File: config.mk
export PLATFORM = sky130hd
export DESIGN_NAME = booth_seq_mul
export DESIGN_NICKNAME = d
export VERILOG_FILES = /design/src/rtl/booth_seq_mul.sv
export SDC_FILE = /design/constraint.sdc
export NUM_CORES = 1
export LEC_CHECK = 0
export ABC_AREA = 1
export BUFFER_PORTS_ARGS = -buffer_cell sky130_fd_sc_hd__buf_2
export CORE_MARGIN = 2
export CORE_UTILIZATION = 57
export CTS_CLUSTER_SIZE = 12
export DETAILED_ROUTE_END_ITERATION = 8
export PLACE_DENSITY = 0.86
export SYNTH_ARGS = -nofsm -noshare
export SYNTH_HDL_FRONTEND = slang
export SYNTH_SLANG_ARGS = --single-unit
File: constraint.sdc
create_clock -name clk -period 2.8 [get_ports clk]
set_input_delay 0.14 -clock clk [delete_from_list [all_inputs] [get_ports clk]]
set_output_delay 0.14 -clock clk [all_outputs]
set_load 0.02 [all_outputs]
File: src/rtl/booth_seq_mul.sv
module booth_seq_mul #(
  parameter int N = 8
) (
  input  logic           clk,
  input  logic           rst_n,
  input  logic           start,
  input  logic [N-1:0]   mcand,
  input  logic [N-1:0]   mplier,
  output logic [2*N-1:0] product,
  output logic           done
);
  localparam int CW = $clog2(N + 1);

  logic [N:0]    acc, mc, sum, acc_n;
  logic [N-1:0]  q, q_n;
  logic          qm1, busy, last;
  logic [1:0]    pair;
  logic [CW-1:0] cnt;

  assign pair = {q[0], qm1};

  always_comb begin
    case (pair)
      2'b10:   sum = acc - mc;
      2'b01:   sum = acc + mc;
      default: sum = acc;
    endcase
  end

  assign acc_n = {sum[N], sum[N:1]};
  assign q_n   = {sum[0], q[N-1:1]};
  assign last  = (cnt == CW'(N - 1));

  always_ff @(posedge clk or negedge rst_n) begin
    if (!rst_n) begin
      acc     <= '0;
      mc      <= '0;
      q       <= '0;
      qm1     <= 1'b0;
      cnt     <= '0;
      busy    <= 1'b0;
      done    <= 1'b0;
      product <= '0;
    end else begin
      done <= 1'b0;
      if (busy) begin
        acc <= acc_n;
        q   <= q_n;
        qm1 <= q[0];
        cnt <= cnt + 1'b1;
        if (last) begin
          busy    <= 1'b0;
          done    <= 1'b1;
          product <= {acc_n[N-1:0], q_n};
        end
      end else if (start) begin
        acc  <= '0;
        q    <= mplier;
        qm1  <= 1'b0;
        mc   <= {mcand[N-1], mcand};
        cnt  <= '0;
        busy <= 1'b1;
      end
    end
  end

  logic owe_add;
  always_ff @(posedge clk or negedge rst_n) begin
    if (!rst_n)                  owe_add <= 1'b0;
    else if (!busy && start)     owe_add <= 1'b0;
    else if (busy && pair == 2'b10) owe_add <= 1'b1;
    else if (busy && pair == 2'b01) owe_add <= 1'b0;
  end


  done_pulse_chk: assert property (@(posedge clk) disable iff (!rst_n)
    done |=> !done);


  product_hold_chk: assert property (@(posedge clk) disable iff (!rst_n)
    !done |-> $stable(product));


  sub_first_chk: assert property (@(posedge clk) disable iff (!rst_n)
    (busy && pair == 2'b10) |-> !owe_add);


  add_after_sub_chk: assert property (@(posedge clk) disable iff (!rst_n)
    (busy && pair == 2'b01) |-> owe_add);


  busy_ignore_chk: assert property (@(posedge clk) disable iff (!rst_n)
    (busy && start) |=> $stable(mc));

endmodule

==> flow_summary.json <==
{
  "cp_top_family": "adder cells",
  "grt_max_degree": 48,
  "nFillCells": 355,
  "grt_pass1_wl_um": 8330,
  "start_kind": "register",
  "yosys.area.top_type_share_pct": 45.9,
  "io_pins": 36,
  "status": "finished, final reports clean",
  "core_area_sq_mm": 0.00435,
  "synth_area_sq_mm": 0.00256,
  "synth_edf_count": 0,
  "reg2reg_depth": 15,
  "timing.rr.end": "acc[5]",
  "antenna_cells": 0,
  "drc": 0,
  "drive_gt1_share_pct": 20.1,
  "cts_made_buffers": 5,
  "slowest_delay_ns": 0.49,
  "cp_common_cell": "nand2_1",
  "vias_per_cell": 5.21,
  "placed_cell_area_sq_mm": 0.00273,
  "first_iter_violations": 130,
  "regToRegStartpoint": "q[0]",
  "synthDistinctLibCells": 34,
  "die_w_um": 71.1,
  "synth_commonest_cells": "nand2_1, dfrtp_1, inv_1, nor2_1, nand3_1",
  "maxCapViolCount": 0,
  "setup_violations": 0,
  "layout.nets": 374,
  "path_max_fanout": 6,
  "io_buffers": 35,
  "async_flop_share_pct": 100,
  "root_buffer": "clkbuf_8",
  "synth_warnings": 0,
  "max_freq_ghz": 0.397,
  "syn_inst": 308,
  "path_clk_slew_ns": 0.09,
  "cp_slowest_cell": "fa_1",
  "antenna_found_initial": 0,
  "yosysSeqAreaShare_pct": 45.9,
  "cts_tree": "yes",
  "start_util_pct": 58.9,
  "cp_num_buf_inv": 3,
  "synth_nets": 339,
  "dp_hpwl_um": 3590,
  "finalSetupTns_ns": 0,
  "yosysTopAreaCell": "dfrtp_1",
  "die-area_sq_mm": 0.00505,
  "cp_cell_sequence": "inv_1 -> ha_1 -> inv_1 -> nand2_1 -> o21ai_0 -> fa_1 -> nand3_2 -> nand3_2 -> inv_2 -> nor2_2 -> o21ai_0 -> nand3_1 -> nand2_1 -> nand2_1 -> nand2_1",
  "num_vias": 2065,
  "rows": 24,
  "grt_pass1_vias": 1930,
  "startpoint": "q[0]",
  "finalCritPeriodShare_pct": 89.9,
  "slew_viol_final": 0,
  "critPathCaptureType": "register",
  "cts_sinks": 47,
  "timing.hold.worst.class": "in2async",
  "routedWlPerCell_um": 12.2,
  "dr.pass1.iters": 4,
  "synthFlopType": "dfrtp_1",
  "stdcell_area_sq_mm": 0.00283,
  "wirelength_um": 4840,
  "grt_use_total_pct": 20.9,
  "yosysMostFrequentCell": "nand2_1",
  "rrSetupSlack_ns": 0.28,
  "endpoint": "acc[5]",
  "syn_area_per_cell_sq_um": 8.32,
  "arrival_ns": 2.76,
  "crit_type": "reg2reg",
  "grt_overflow": 0,
  "ys_top_cells_by_area": "dfrtp_1, nand2_1, ha_1",
  "tightest_slew_ns": 0.996,
  "ant_nets": 0,
  "ctsLongestPathBuffers": 2,
  "clock_skew_ns": 0.00632,
  "dieHeight_um": 71.1,
  "place_congestion": 0.984,
  "slew-limit-headroom_pct": 33.6,
  "clock_latency_ns": 0.30,
  "hold_viol_final": 0,
  "cts_hold_buffers": 0,
  "h-tree-depth": 2,
  "required_ns": 3.04,
  "cp.depth": 15,
  "rsz0062_at_grt": "no",
  "area_delta_synth_final_pct": 10.4,
  "post-route-min-period_ns": 2.52,
  "ys_ff_latch": 47
}
[sequential cells by signal (all words and copies together), names as in the netlist]
| signal | flops |
|---|---|
| product | 16 |
| acc | 8 |
| mc | 8 |
| cnt | 4 |
| busy | 1 |
| qm1 | 1 |
| q | 8 |
| done | 1 |
[per-layer routing]
layer / routed length, um / track usage [%]
met1: 2330 / 29.1
met2: 2180 / 31.9
met3: 232 / 4.27
met4: 95 / 9.43
met5: 0 / 0
[cells in the final DEF, fill, tap and decap left out, types with 2 or more instances in the layout]
cell type | synthesis | final
a21oi_1 | 9 | 9
a22o_1 | 2 | 2
a31oi_1 | 2 | 2
buf_2 | 2 | 35
clkbuf_8 | 2 | 6
dfrtp_1 | 47 | 47
ha_1 | 11 | 11
inv_1 | 28 | 28
inv_2 | 5 | 5
nand2_1 | 109 | 109
nand2_2 | 7 | 7
nand3_1 | 12 | 12
nand3_2 | 4 | 4
nand4_1 | 5 | 5
nor2_1 | 13 | 13
nor2_2 | 2 | 2
o211ai_1 | 2 | 2
o21ai_0 | 9 | 9
o21ai_1 | 7 | 7
o21ai_2 | 6 | 6
o221ai_1 | 4 | 4
xnor2_1 | 2 | 2
xor2_1 | 4 | 4
[through the flow]
step,setup WS (ns),cells,utilization [%],hold slack [ns]
after floorplan,0.548,308,-,-0.156
final,0.284,396,64.9,0.000474
after global routing,0.0522,396,64.9,0.0355
after CTS,0.293,396,64.8,0.0267
after global placement,0.433,388,62.6,0.335
after detailed placement,0.318,388,62.6,0.338
[area by class of cell]
class / count / area [sq um] / area share, %
clock inverters: 1 / 8.76 / 0.310
inverters: 33 / 124 / 4.38
repair buffers: 36 / 183 / 6.46
well taps: 52 / 65.1 / 2.30
flip-flops and latches: 47 / 1180 / 41.6
clock buffers: 7 / 86.3 / 3.05
multi-input cells: 220 / 1180 / 41.9
[worst register-to-register path, stage by stage, from the launching register on]
cell	delay (ns)
dfrtp_1	0.37
inv_1	0.09
ha_1	0.28
inv_1	0.15
nand2_1	0.10
o21ai_0	0.18
fa_1	0.49
nand3_2	0.09
nand3_2	0.12
inv_2	0.09
nor2_2	0.04
o21ai_0	0.16
nand3_1	0.10
nand2_1	0.09
nand2_1	0.05
nand2_1	0.07
[worst min path at each step]
stage          startpoint  endpoint
4_1_cts          mcand[4]     mc[4]
3_5_place_dp     mcand[4]     mc[4]
5_1_grt         mplier[2]      q[2]
2_1_floorplan       rst_n    acc[0]
6_report            rst_n     mc[7]
3_3_place_gp     mcand[4]     mc[4]
[repair_timing]
item	4_1_cts	5_1_grt
endpoints found under the setup margin	0	2
gates resized for setup	0	1
setup buffers	0	0
[cells by family (layout without fill, tap and decap cells)]
group / after synthesis / count (layout) / share of synthesized area, %
and+or+nand+nor: 155 / 155 / 26.1
AOI/OAI and AO/OA: 47 / 47 / 11.8
DFF: 47 / 47 / 45.9
buffers and inverters: 41 / 77 / 8.06
adders and majority gates: 12 / 12 / 6.15
xor gates and xnor gates: 6 / 6 / 2.05
Power is left out: the tool's default activity adds up to more than one toggle a clock period on the data nets, which glitch-free logic cannot reach.
